<file path="config.mk">
export PLATFORM = sky130hd
export DESIGN_NAME = byte_fifo_ge
export DESIGN_NICKNAME = d
export VERILOG_FILES = /design/src/rtl/bfifo_pkg.sv /design/src/rtl/bfifo_store.sv /design/src/rtl/bfifo_ctrl.sv /design/src/rtl/byte_fifo_ge.sv
export SDC_FILE = /design/constraint.sdc
export NUM_CORES = 1
export LEC_CHECK = 0
export BUFFER_PORTS_ARGS = -buffer_cell sky130_fd_sc_hd__buf_2
export CAP_MARGIN = 20
export CORE_MARGIN = 1
export CORE_UTILIZATION = 31
export CTS_CLUSTER_DIAMETER = 80
export DETAILED_ROUTE_END_ITERATION = 6
export HOLD_SLACK_MARGIN = 0.08
export PLACE_DENSITY_LB_ADDON = 0.12
export RECOVER_POWER = 25
export SKIP_LAST_GASP = 1
export SYNTH_ARGS = -nofsm -noshare
export SYNTH_HDL_FRONTEND = slang
export SYNTH_HIERARCHICAL = 1
export SYNTH_SLANG_ARGS = --single-unit
</file>
<file path="constraint.sdc">
create_clock -name clk -period 2.4 [get_ports clk]
set_clock_uncertainty 0.1 [all_clocks]
set_input_delay 0.12 -clock clk [delete_from_list [all_inputs] [get_ports clk]]
set_output_delay 0.12 -clock clk [all_outputs]
set_load 0.01 [all_outputs]
</file>
<file path="src/rtl/bfifo_pkg.sv">
package bfifo_pkg;
  localparam int BYTE_W = 8;
  localparam int FLAG_W = 8;

  // per-cycle operation decoded by the controller for the storage array
  typedef struct packed {
    logic clr;    // zero every entry
    logic shift;  // move entries one place toward the head
    logic wr;     // write the pushed byte at the write index
  } store_op_t;
endpackage

</file>
<file path="src/rtl/bfifo_store.sv">
module bfifo_store
  import bfifo_pkg::*;
#(
  parameter int DEPTH = 16,
  parameter int DW    = 8,
  parameter int IDX_W = 4
) (
  input  logic            clk,
  input  logic            rst_n,
  input  store_op_t       op,
  input  logic [IDX_W-1:0] wr_idx,
  input  logic [DW-1:0]   wr_data,
  output logic [DW-1:0]   head
);

  logic [DW-1:0] mem_q [DEPTH];
  logic [DW-1:0] mem_d [DEPTH];
  logic          mem_en [DEPTH];

  for (genvar i = 0; i < DEPTH; i++) begin : g_ent
    logic [DW-1:0] above;
    if (i == DEPTH - 1) begin : g_top
      assign above = '0;              // tail fills with zero on a shift
    end else begin : g_mid
      assign above = mem_q[i+1];
    end

    always_comb begin
      mem_en[i] = op.clr | op.shift | (op.wr && (wr_idx == IDX_W'(i)));
      if (op.clr) begin
        mem_d[i] = '0;
      end else if (op.wr && (wr_idx == IDX_W'(i))) begin
        mem_d[i] = wr_data;
      end else if (op.shift) begin
        mem_d[i] = above;
      end else begin
        mem_d[i] = mem_q[i];
      end
    end

    always_ff @(posedge clk or negedge rst_n) begin
      if (!rst_n) begin
        mem_q[i] <= '0;
      end else if (mem_en[i]) begin
        mem_q[i] <= mem_d[i];
      end
    end
  end

  assign head = mem_q[0];

endmodule

</file>
<file path="src/rtl/bfifo_ctrl.sv">
module bfifo_ctrl
  import bfifo_pkg::*;
#(
  parameter int DEPTH = 16,
  parameter int CNT_W = 5,
  parameter int IDX_W = 4
) (
  input  logic             clk,
  input  logic             rst_n,
  input  logic             push,
  input  logic             pop,
  input  logic             flush,
  input  logic             hard_clr,
  output store_op_t        op,
  output logic [IDX_W-1:0] wr_idx,
  output logic [CNT_W-1:0] count,
  output logic             gross_err
);

  logic [CNT_W-1:0] count_q, count_d;
  logic             err_q, err_d;
  logic             empty, full, clr, pop_ok, ovf, grow;
  logic [CNT_W-1:0] slot;

  always_comb begin
    empty  = (count_q == '0);
    full   = (count_q == CNT_W'(DEPTH));
    clr    = flush | hard_clr;
    pop_ok = pop && !empty && !clr;
    ovf    = push && full && !pop && !clr;
    grow   = push && !clr && !ovf;
    slot   = count_q - CNT_W'(pop_ok);
    wr_idx = ovf ? IDX_W'(DEPTH - 1) : slot[IDX_W-1:0];
    op.clr   = clr;
    op.shift = pop_ok;
    op.wr    = grow | ovf;
    if (clr) begin
      count_d = '0;
    end else begin
      count_d = count_q + CNT_W'(grow) - CNT_W'(pop_ok);
    end
    err_d = ovf;
  end

  always_ff @(posedge clk or negedge rst_n) begin
    if (!rst_n) begin
      count_q <= '0;
      err_q   <= 1'b0;
    end else begin
      count_q <= count_d;
      err_q   <= err_d;
    end
  end

  assign count     = count_q;
  assign gross_err = err_q;


  cnt_range_chk: assert property (@(posedge clk) disable iff (!rst_n)
    count_q <= CNT_W'(DEPTH));

  ovf_hold_chk: assert property (@(posedge clk) disable iff (!rst_n)
    (push && !pop && !flush && !hard_clr && count_q == CNT_W'(DEPTH))
    |=> (count_q == CNT_W'(DEPTH)) && gross_err);

  pop_empty_chk: assert property (@(posedge clk) disable iff (!rst_n)
    (pop && !push && !flush && !hard_clr && count_q == '0) |=> count_q == '0);

  push_pop_chk: assert property (@(posedge clk) disable iff (!rst_n)
    (push && pop && !flush && !hard_clr && count_q != '0 && count_q != CNT_W'(DEPTH))
    |=> $stable(count_q));

  full_both_chk: assert property (@(posedge clk) disable iff (!rst_n)
    (push && pop && !flush && !hard_clr && count_q == CNT_W'(DEPTH))
    |=> (count_q == CNT_W'(DEPTH)) && !gross_err);

  clr_wins_chk: assert property (@(posedge clk) disable iff (!rst_n)
    (flush || hard_clr) |=> (count_q == '0) && !gross_err);

  err_cause_chk: assert property (@(posedge clk) disable iff (!rst_n)
    $rose(gross_err) |-> $past(push && full));

endmodule

</file>
<file path="src/rtl/byte_fifo_ge.sv">
module byte_fifo_ge
  import bfifo_pkg::*;
#(
  parameter int DEPTH = 16,
  parameter int DW    = BYTE_W,
  parameter int CNT_W = $clog2(DEPTH + 1),
  parameter int TAG_W = FLAG_W - CNT_W
) (
  input  logic              clk,
  input  logic              rst_n,
  input  logic              push_i,
  input  logic [DW-1:0]     push_data_i,
  input  logic              pop_i,
  input  logic              flush_i,
  input  logic              hard_clr_i,
  input  logic              tag_wr_i,
  input  logic [TAG_W-1:0]  tag_data_i,
  output logic [DW-1:0]     head_o,
  output logic [CNT_W-1:0]  count_o,
  output logic [FLAG_W-1:0] flags_o,
  output logic              gross_err_o
);

  localparam int IDX_W = $clog2(DEPTH);

  store_op_t        op;
  logic [IDX_W-1:0] wr_idx;
  logic [TAG_W-1:0] tag_q, tag_d;

  bfifo_ctrl #(.DEPTH(DEPTH), .CNT_W(CNT_W), .IDX_W(IDX_W)) i_ctrl (
    .clk       (clk),
    .rst_n     (rst_n),
    .push      (push_i),
    .pop       (pop_i),
    .flush     (flush_i),
    .hard_clr  (hard_clr_i),
    .op        (op),
    .wr_idx    (wr_idx),
    .count     (count_o),
    .gross_err (gross_err_o)
  );

  bfifo_store #(.DEPTH(DEPTH), .DW(DW), .IDX_W(IDX_W)) i_store (
    .clk     (clk),
    .rst_n   (rst_n),
    .op      (op),
    .wr_idx  (wr_idx),
    .wr_data (push_data_i),
    .head    (head_o)
  );

  always_comb begin
    tag_d = tag_wr_i ? tag_data_i : tag_q;
  end

  always_ff @(posedge clk or negedge rst_n) begin
    if (!rst_n) begin
      tag_q <= '0;
    end else if (tag_wr_i) begin
      tag_q <= tag_d;
    end
  end

  assign flags_o = {tag_q, count_o};


  tag_keep_chk: assert property (@(posedge clk) disable iff (!rst_n)
    !tag_wr_i |=> $stable(flags_o[FLAG_W-1:CNT_W]));

  last_pop_chk: assert property (@(posedge clk) disable iff (!rst_n)
    (pop_i && !push_i && count_o == CNT_W'(1)) |=> head_o == '0);

endmodule

</file>
* Word-level counts from Yosys, hierarchy flattened
Index checks and enable logic that the tools add are counted.
** Storage, ports and cells
- Register bits after elaboration :: 137
- Output and inout bits :: 22
** Cells by class
- Reduce and logical (&&, ||, !) cells :: 61
- Bitwise logic cells :: 19
- Eq/ne operators :: 16
- Muxes and demuxes :: 50
- Add/sub/neg operators :: 3
** Operator list (count)
- two-way mux 8 bit :: 48
- nonzero test 3 bit :: 16
- equality test 4 bit (second input constant) :: 8
- AND reduction 2 bit :: 16
- logical AND 1 bit :: 23
- OR 1 bit :: 19
- equality test 4 x 3 -> 1 bit (second input constant) :: 4
- equality test 4 x 2 -> 1 bit (second input constant) :: 2
- adder 5 x 1 -> 5 bit :: 1
- equality test 5 bit (second input constant) :: 1
- zero test 5 bit :: 1
- two-way mux 5 bit :: 1
- subtractor 5 x 1 -> 5 bit :: 1
- equality test 4 x 1 -> 1 bit (second input constant) :: 1
- zero test 1 bit :: 4
- zero test 4 bit :: 1
- two-way mux 4 bit :: 1
- subtractor 4 x 1 -> 4 bit :: 1

* Logic depth before layout (Yosys ltp)
Gate-level depths: netlist (run 1).
- Depth in word-level cells :: 10
- Depth in mapped cells :: 13
- Depth with buffers taken out :: 13

* Cells and area by module
The synthesis (run 1) kept the hierarchy.
** By module, submodules not included
- bfifo_store :: cells an instance 597, area each 7165.6 um2, instances 1
- bfifo_ctrl :: cells an instance 58, area each 509.2 um2, instances 1
- byte_fifo_ge :: cells an instance 11, area each 146.4 um2, instances 1

* Worst setup path after synthesis (run 1)
No wires, ideal clock.
- Kind :: register to register
- Start point :: reg i_ctrl.count_q[2] (netlist: i_ctrl/count[2])
- End point :: reg i_ctrl.count_q[4] (netlist: i_ctrl/count[4])
- Setup slack :: -0.312 ns
- Data arrival time :: 2.483 ns
- Cell stages (with the launch flop) :: 14
- Buffers on the path :: 0
- Path through :: dfrtp_1 > inv_1 > ha_1 > nor3b_1 > nand4_1 > nand2_1 > ha_1 > inv_1 > ha_1 > inv_1 > fa_1 > nor3_1 > or4_1 > a21oi_1
** Between the ends
- Word-level cells in the longest chain between the ends :: 9
- Elaborated cells between the ends (all ways) :: 13
- Those cells by class :: add/sub (2); eq/ne (1); mux (1); reduce/logical (9)
** Ends and longest elaborated chain
- from (decl) :: line bfifo_ctrl.sv:20 : logic [CNT_W-1:0] count_q, count_d;
- from (signal assigned) :: line bfifo_ctrl.sv:50 : count_q <= count_d;
- equality test 5 bit :: line bfifo_ctrl.sv:27 : full = (count_q == CNT_W'(DEPTH));
- logical AND 1 bit (3 in a row) :: line bfifo_ctrl.sv:30 : ovf = push && full && !pop && !clr;
- zero test 1 bit :: line bfifo_ctrl.sv:31 : grow = push && !clr && !ovf;
- logical AND 1 bit :: line bfifo_ctrl.sv:31
- adder 5 x 1 -> 5 bit :: line bfifo_ctrl.sv:40 : count_d = count_q + CNT_W'(grow) - CNT_W'(pop_ok);
- subtractor 5 x 1 -> 5 bit * :: line bfifo_ctrl.sv:40
- two-way mux 5 bit * :: line bfifo_ctrl.sv:37 : if (clr) begin
- via i_ctrl.count_d[4] :: line bfifo_ctrl.sv:20
The timed path passes the listed nets; every way through them passes the cells marked *.
A chain may end at the register's enable or synchronous reset.

==> flow_metrics.py, run 1 <==
metrics = {
    "power_and_ir_drop": {
        "p_switching_mw": 1.302,
        "combPwrFrac_pct": 5.9,
        "swShare_pct": 24.08,
        "p_leak_nw": 4.442,
        "clkPwrFrac_pct": 51.1,
        "pwr-share-seq_pct": 43.0,
        "p_int_mw": 4.105,
        "ir_worst_vdd_mv": 0.4323,
        "finalPower_mw": 5.407,
        "power_density_nw_per_um2": 570.7,
    },
    "sta": {
        "slew_violations": 28,
        "whs_ps": 97.81,
        "worst_pin_slew_ps": 1626,
        "fin_ws_ps": -256.3,
        "setup_viol": 130,
        "max_freq_mhz": 376.5,
        "layout_min_cycle_time_ps": 2656,
        "period_share_pct": 110.7,
        "rsz0062_at_grt": "yes",
        "max_slew_margin_pct": -8.423,
        "timing_hold_violations_final": 0,
    },
    "final_layout": {
        "fillers": 2395,
        "n_antenna_cell": 0,
        "final_cell_mix": "246 x mux2i_1, 136 x dfrtp_1, 61 x or2_1",
        "area_delta_synth_final_pct": 21.13,
        "fin_nets": 755,
        "final_common_cell": "mux2i_1",
        "drive_above_1_share_pct": 23.78,
    },
    "cts": {
        "cts_buffers": 17,
        "h-tree-depth": 4,
        "clk_path_buf_depth": 2,
        "cts.sinks": 137,
        "clkSlewWorstSetupHoldPaths_ps": 60,
        "cts_tree": "yes",
        "clk-insertion-delay-late_ps": 420,
        "cts_root_buf": "clkbuf_16",
    },
    "synthesis": {
        "yosys_warnings": 6,
        "synth_edf_count": 0,
        "synth_cells": 666,
        "synth_seq_cells": 137,
        "yosysUniqueCellTypes": 39,
        "synth.top_cell.area_share_pct": 43.83,
        "synth_ff_type": "dfrtp_1",
        "ys_async_sr_fraction_pct": 100.0,
        "synth_area_leaders": "dfrtp_1 44%, mux2i_1 32%, or2_1 4.9%",
        "syn-mean-instance-area_um2": 11.74,
        "syn_area_um2": 7821,
        "yosysTopAreaCell": "dfrtp_1",
        "yosysSeqAreaShare_pct": 43.83,
        "syn_nets": 694,
    },
    "die": {
        "die_h_um": 160.8,
        "die_w_um": 160.8,
        "ios": 40,
        "core_um2": 24530,
        "num_rows": 57,
        "die_area_um2": 25870,
        "start_util_pct": 31.88,
    },
    "grt": {
        "grt_use_total_pct": 14.53,
        "grt_max_degree": 106,
        "grt_pass1_vias": 5304,
        "antenna_found_initial": 0,
        "overflow": 0,
        "grt_pass1_wl_mm": 29.35,
    },
    "drt": {
        "wl_per_cell_um": 16.62,
        "drt_wl_total_mm": 17.68,
        "avgViaCountPerCell": 4.619,
        "antenna_left": 0,
        "vias": 4915,
        "drc": 0,
        "drt_iter0_drc": 146,
        "drtPass1Iterations": 4,
    },
    "placed_design": {
        "io_buffers": 39,
        "pre_cts_ws_ps": -322.3,
        "dp_hpwl_mm": 11.19,
        "gp_congestion": 0.7623,
    },
    "outcome": {
        "failed_checks": "capacitance limit, slew limit, setup timing",
        "status": "finished with violations",
    },
    "critical_path": {
        "worst-path-buf-inv": 4,
        "cp_top_family": "simple AND/OR/NAND/NOR gates",
        "critPathMaxStageDelay_ps": 520,
        "start_kind": "register",
        "crit_path_max_fanout": 3,
        "cp.arrival_ps": 2890,
        "required_ps": 2630,
        "slowest_stage": "or4_4",
        "cp-end-kind": "register",
        "critical_path_class": "reg2reg",
        "critical_path.cell_chain": "inv_2 -> ha_4 -> nor3b_4 -> a21oi_4 -> buf_6 -> ha_4 -> inv_2 -> ha_4 -> inv_2 -> fa_2 -> nor3_4 -> or4_4 -> a21oi_4",
    },
    "hold_path": {
        "hp-class": "in2reg",
    },
    "job": {
        "maxCapViolations": 1,
    },
}
[worst min-delay path: stages]
cell and delay [ps]:
buf_2 70, nand2b_1 40, buf_4 190, mux2i_1 130
[metrics by stage]
step / area, µm² / TNS, ps / cells / util (%)
finish: 9474 / -14920 / 1064 / 38.62
floorplan: 7920 / -7350 / 666 / -
CTS: 9475 / -18930 / 1065 / 38.62
global route: 9474 / -30200 / 1064 / 38.62
global placement: 8601 / -15220 / 1017 / 35.06
detailed placement: 8601 / -24930 / 1017 / 35.06
[path summary, 6_finish.rpt]
path,startpoint,to,slack (ps),depth (start not counted)
max,i_ctrl/count[3],i_ctrl/count[4],-260,13
min,push_data_i[1],i_store/g_ent[11].above[1],100,4
max reg2reg,i_ctrl/count[3],i_ctrl/count[4],-260,13
min reg2reg,i_store/g_ent[14].above[7],i_store/g_ent[14].above[7],430,2
max in group asynchronous,rst_n,i_ctrl/count[2],260,3
min in group asynchronous,rst_n,i_store/g_ent[2].above[2],350,3
[timing repair]
action / CTS / global route
pin swaps: 14 / 11
resized for setup: 22 / 11
hold buffers: 15 / 0
setup endpoints to repair: 131 / 131
hold endpoints to repair: 154 / 0
buffers inserted: 2 / 2
[cells in the mapped netlist (all sizes together) (4+ instances only)]
| library cell | n |
|---|---|
| buf | 43 |
| dfrtp | 137 |
| nor2 | 5 |
| nand2b | 11 |
| ha | 9 |
| nand2 | 11 |
| or2 | 120 |
| or3 | 8 |
| nand3 | 4 |
| inv | 11 |
| clkbuf | 22 |
| or3b | 7 |
| mux2i | 249 |
[flip-flops by register name, summed over array words and instances, names as in the netlist]
signal	cells
i_ctrl/count	5
i_store/head	8
i_store/g_ent.above	120
tag_q	3
i_ctrl/gross_err	1
[cell type report]
class / count / area [µm²] / area share, %
repair buffers: 107 / 872.1 / 9.205
well taps: 324 / 405.4 / 4.279
clock inverters: 15 / 191.4 / 2.021
flip-flops and latches: 137 / 3430 / 36.20
inverters: 11 / 43.79 / 0.4622
multi-input cells: 453 / 4106 / 43.34
clock buffers: 17 / 425.4 / 4.490
[power groups by stage]
stage / sequential, mW / clock (mW) / combinational (mW)
after floorplan: 2.37 / 0 / 0.144
after global placement: 2.37 / 0 / 0.292
after detailed placement: 2.37 / 0 / 0.297
after CTS: 2.32 / 2.85 / 0.329
after global routing: 2.32 / 2.96 / 0.353
final: 2.32 / 2.76 / 0.320
[routing by layer]
metal  vias up  share of wire (%)  track usage, %
met4         0                1.2           4.503
met2        46                 48           24.04
met5         -                  0               0
met3        13                1.8           2.402
li1       2391                  -               -
met1      2465                 49           19.34
[logic make-up after synthesis]
group	synth area share, %
AND/OR/NAND/NOR	15.15
flip-flops	43.83
XOR/XNOR	0.4480
adder cells (fa/ha/maj)	1.696
AO/OA/AOI/OAI	0.3840
buffers and inverters	6.191
multiplexers	32.30
Power figures use the tool's default switching activity.
==> inputs of run 2 (changes only) <==
- CORE_ASPECT_RATIO: not set -> 0.5
==> run 2 against run 1 <==
The flow finishes with violations (setup timing). Die area increased by 0.15%. Final area increased by 0.57%. Cell count increased by 1.6%. Utilization increased by 0.47 points. Worst setup slack improved by 66 ps. Combinational power increased by 3%. Wire length increased by 2.5%. Sequential cell count unchanged. Critical path depth decreased by 1. Clock power decreased by 4%. Critical path type unchanged. Largest cell class unchanged. Largest power group unchanged.
==> flow_metrics.py, run 2 (synthesis gave the netlist of run 1 again) <==
metrics = {
    "cts": {
        "clk_path_buf_depth": 2,
        "h-tree-depth": 4,
        "clkSlewWorstSetupHoldPaths_ps": 60,
        "cts_tree": "yes",
        "cts_root_buf": "clkbuf_16",
        "clk-insertion-delay-late_ps": 420,
        "cts_buffers": 17,
        "cts.sinks": 137,
    },
    "grt": {
        "antenna_found_initial": 0,
        "grt_pass1_vias": 5215,
        "grt_max_degree": 82,
        "grt_pass1_wl_mm": 29.84,
        "grt_use_total_pct": 15.07,
        "overflow": 0,
    },
    "critical_path": {
        "cp.arrival_ps": 2750,
        "required_ps": 2560,
        "cp-end-kind": "register",
        "critical_path_class": "reg2reg",
        "start_kind": "register",
        "crit_path_max_fanout": 8,
    },
    "drt": {
        "drtPass1Iterations": 4,
        "drc": 0,
        "antenna_left": 0,
        "vias": 4942,
        "avgViaCountPerCell": 4.572,
        "wl_per_cell_um": 16.77,
        "drt_iter0_drc": 238,
        "top_layer_used": "met4",
        "drt-met1-wl_mm": 9.856,
        "wl_met2_mm": 7.708,
        "wl_met3_um": 383,
        "drt_wl_total_mm": 18.13,
    },
    "sta": {
        "max_freq_mhz": 386.1,
        "setup_viol": 113,
        "max_slew_margin_pct": 8.709,
        "setup_tns_ps": -11410,
        "fin_ws_ps": -190.2,
        "rsz0062_at_grt": "yes",
        "slew_violations": 0,
        "timing_hold_violations_final": 0,
        "worst_pin_slew_ps": 1369,
        "layout_min_cycle_time_ps": 2590,
        "whs_ps": 101.1,
        "period_share_pct": 107.9,
    },
    "die": {
        "ios": 40,
        "die_h_um": 114.3,
        "die_w_um": 226.6,
        "core_um2": 24370,
        "start_util_pct": 32.09,
        "num_rows": 40,
        "die_area_um2": 25910,
    },
    "final_layout": {
        "final_common_cell": "mux2i_1",
        "n_antenna_cell": 0,
        "instances_no_fill": 1081,
        "fin_nets": 760,
        "largest_register_ffs": 120,
        "fillers": 2366,
        "final_cell_mix": "248 x mux2i_1, 136 x dfrtp_1, 61 x or2_1",
        "drive_above_1_share_pct": 23.89,
        "postLayoutCoreUtil_pct": 39.09,
        "area_delta_synth_final_pct": 21.82,
    },
    "job": {
        "maxCapViolations": 0,
    },
    "power_and_ir_drop": {
        "power_density_nw_per_um2": 555.8,
        "pwr-share-seq_pct": 43.9,
        "swShare_pct": 22.94,
        "combPwrFrac_pct": 6.2,
        "p_switching_mw": 1.215,
        "clkPwrFrac_pct": 49.9,
        "ir_worst_vdd_mv": 0.4399,
        "finalPower_mw": 5.296,
        "p_leak_nw": 4.482,
        "p_int_mw": 4.081,
    },
    "outcome": {
        "status": "finished with violations",
        "failed_checks": "setup timing",
    },
    "placed_design": {
        "gp_congestion": 0.7558,
        "placedCellCount": 1031,
        "io_buffers": 39,
        "dp_hpwl_mm": 11.11,
    },
    "hold_path": {
        "hp-class": "in2reg",
    },
}
-- run 2: cell count changes in the layout (fill, tap and decap cells not counted), sizes merged --
cell,change
clkbuf,+8
inv,-7
dlygate4sd3,-1
clkinv,+2
buf,+5
bufinv,-1
clkinvlp,-1
-- run 2: path summary, 6_finish.rpt --
path / startpoint / to / slack [ps] / cells past startpoint
max: i_ctrl/count[3] / i_store/g_ent[5].above[7] / -190 / 12
max reg2reg: i_ctrl/count[3] / i_store/g_ent[5].above[7] / -190 / 12
min reg2reg: i_store/g_ent[14].above[7] / i_store/g_ent[14].above[7] / 430 / 2
min: push_data_i[5] / i_store/g_ent[12].above[5] / 100 / 4
max in group asynchronous: rst_n / i_store/g_ent[1].above[2] / 590 / 3
min in group asynchronous: rst_n / i_store/g_ent[13].above[3] / 330 / 3
-- run 2: layout make-up --
cell class	instances	area [µm²]	share of cell area (%)
Multi-Input combinational cell	453	4091	42.94
Clock buffer	24	491.7	5.161
Clock inverter	8	92.59	0.9718
Timing Repair Buffer	112	957.2	10.05
Tap cell	336	420.4	4.412
Sequential cell	137	3430	35.99
Inverter	11	45.04	0.4728
-- run 2: metrics by stage --
step | area, µm² | setup slack (ps)
2_1_floorplan | 7920 | -182.9
3_3_place_gp | 8620 | -251.5
3_5_place_dp | 8620 | -289.1
4_1_cts | 9514 | -201.9
5_1_grt | 9528 | -320.5
6_report | 9528 | -190.2
-- run 2: metal layers --
metal  vias to the layer above  global-route usage (%)
met5                         -                       0
met4                         0                   4.189
met3                        15                   3.541
met2                        33                   22.06
met1                      2480                   21.98
li1                       2414                       -
-- run 2: critical path: stages, from the launching register on --
cell and delay, ps:
dfrtp_1 390, inv_2 90, ha_4 120, nor3b_4 220, a21oi_4 110, ha_4 180
ha_4 160, xnor2_2 120, nand2_2 130, buf_6 120, nand2b_4 50, or3_4 470
mux2i_1 150
-- run 2: power groups by stage --
| stage | Sequential (mW) | Clock [mW] | Combinational, mW |
|---|---|---|---|
| detailed placement | 2.37 | 0 | 0.304 |
| global placement | 2.37 | 0 | 0.303 |
| floorplan | 2.37 | 0 | 0.144 |
| finish | 2.33 | 2.64 | 0.329 |
| CTS | 2.32 | 2.72 | 0.333 |
| global route | 2.32 | 2.83 | 0.364 |
-- run 2: timing repair --
item / CTS / global route
gates cloned: 0 / 1
hold endpoints to repair: 143 / 0
pin swaps: 13 / 6
setup buffers: 5 / 3
setup endpoints to repair: 130 / 132
hold buffers: 13 / 0
resized for setup: 33 / 11
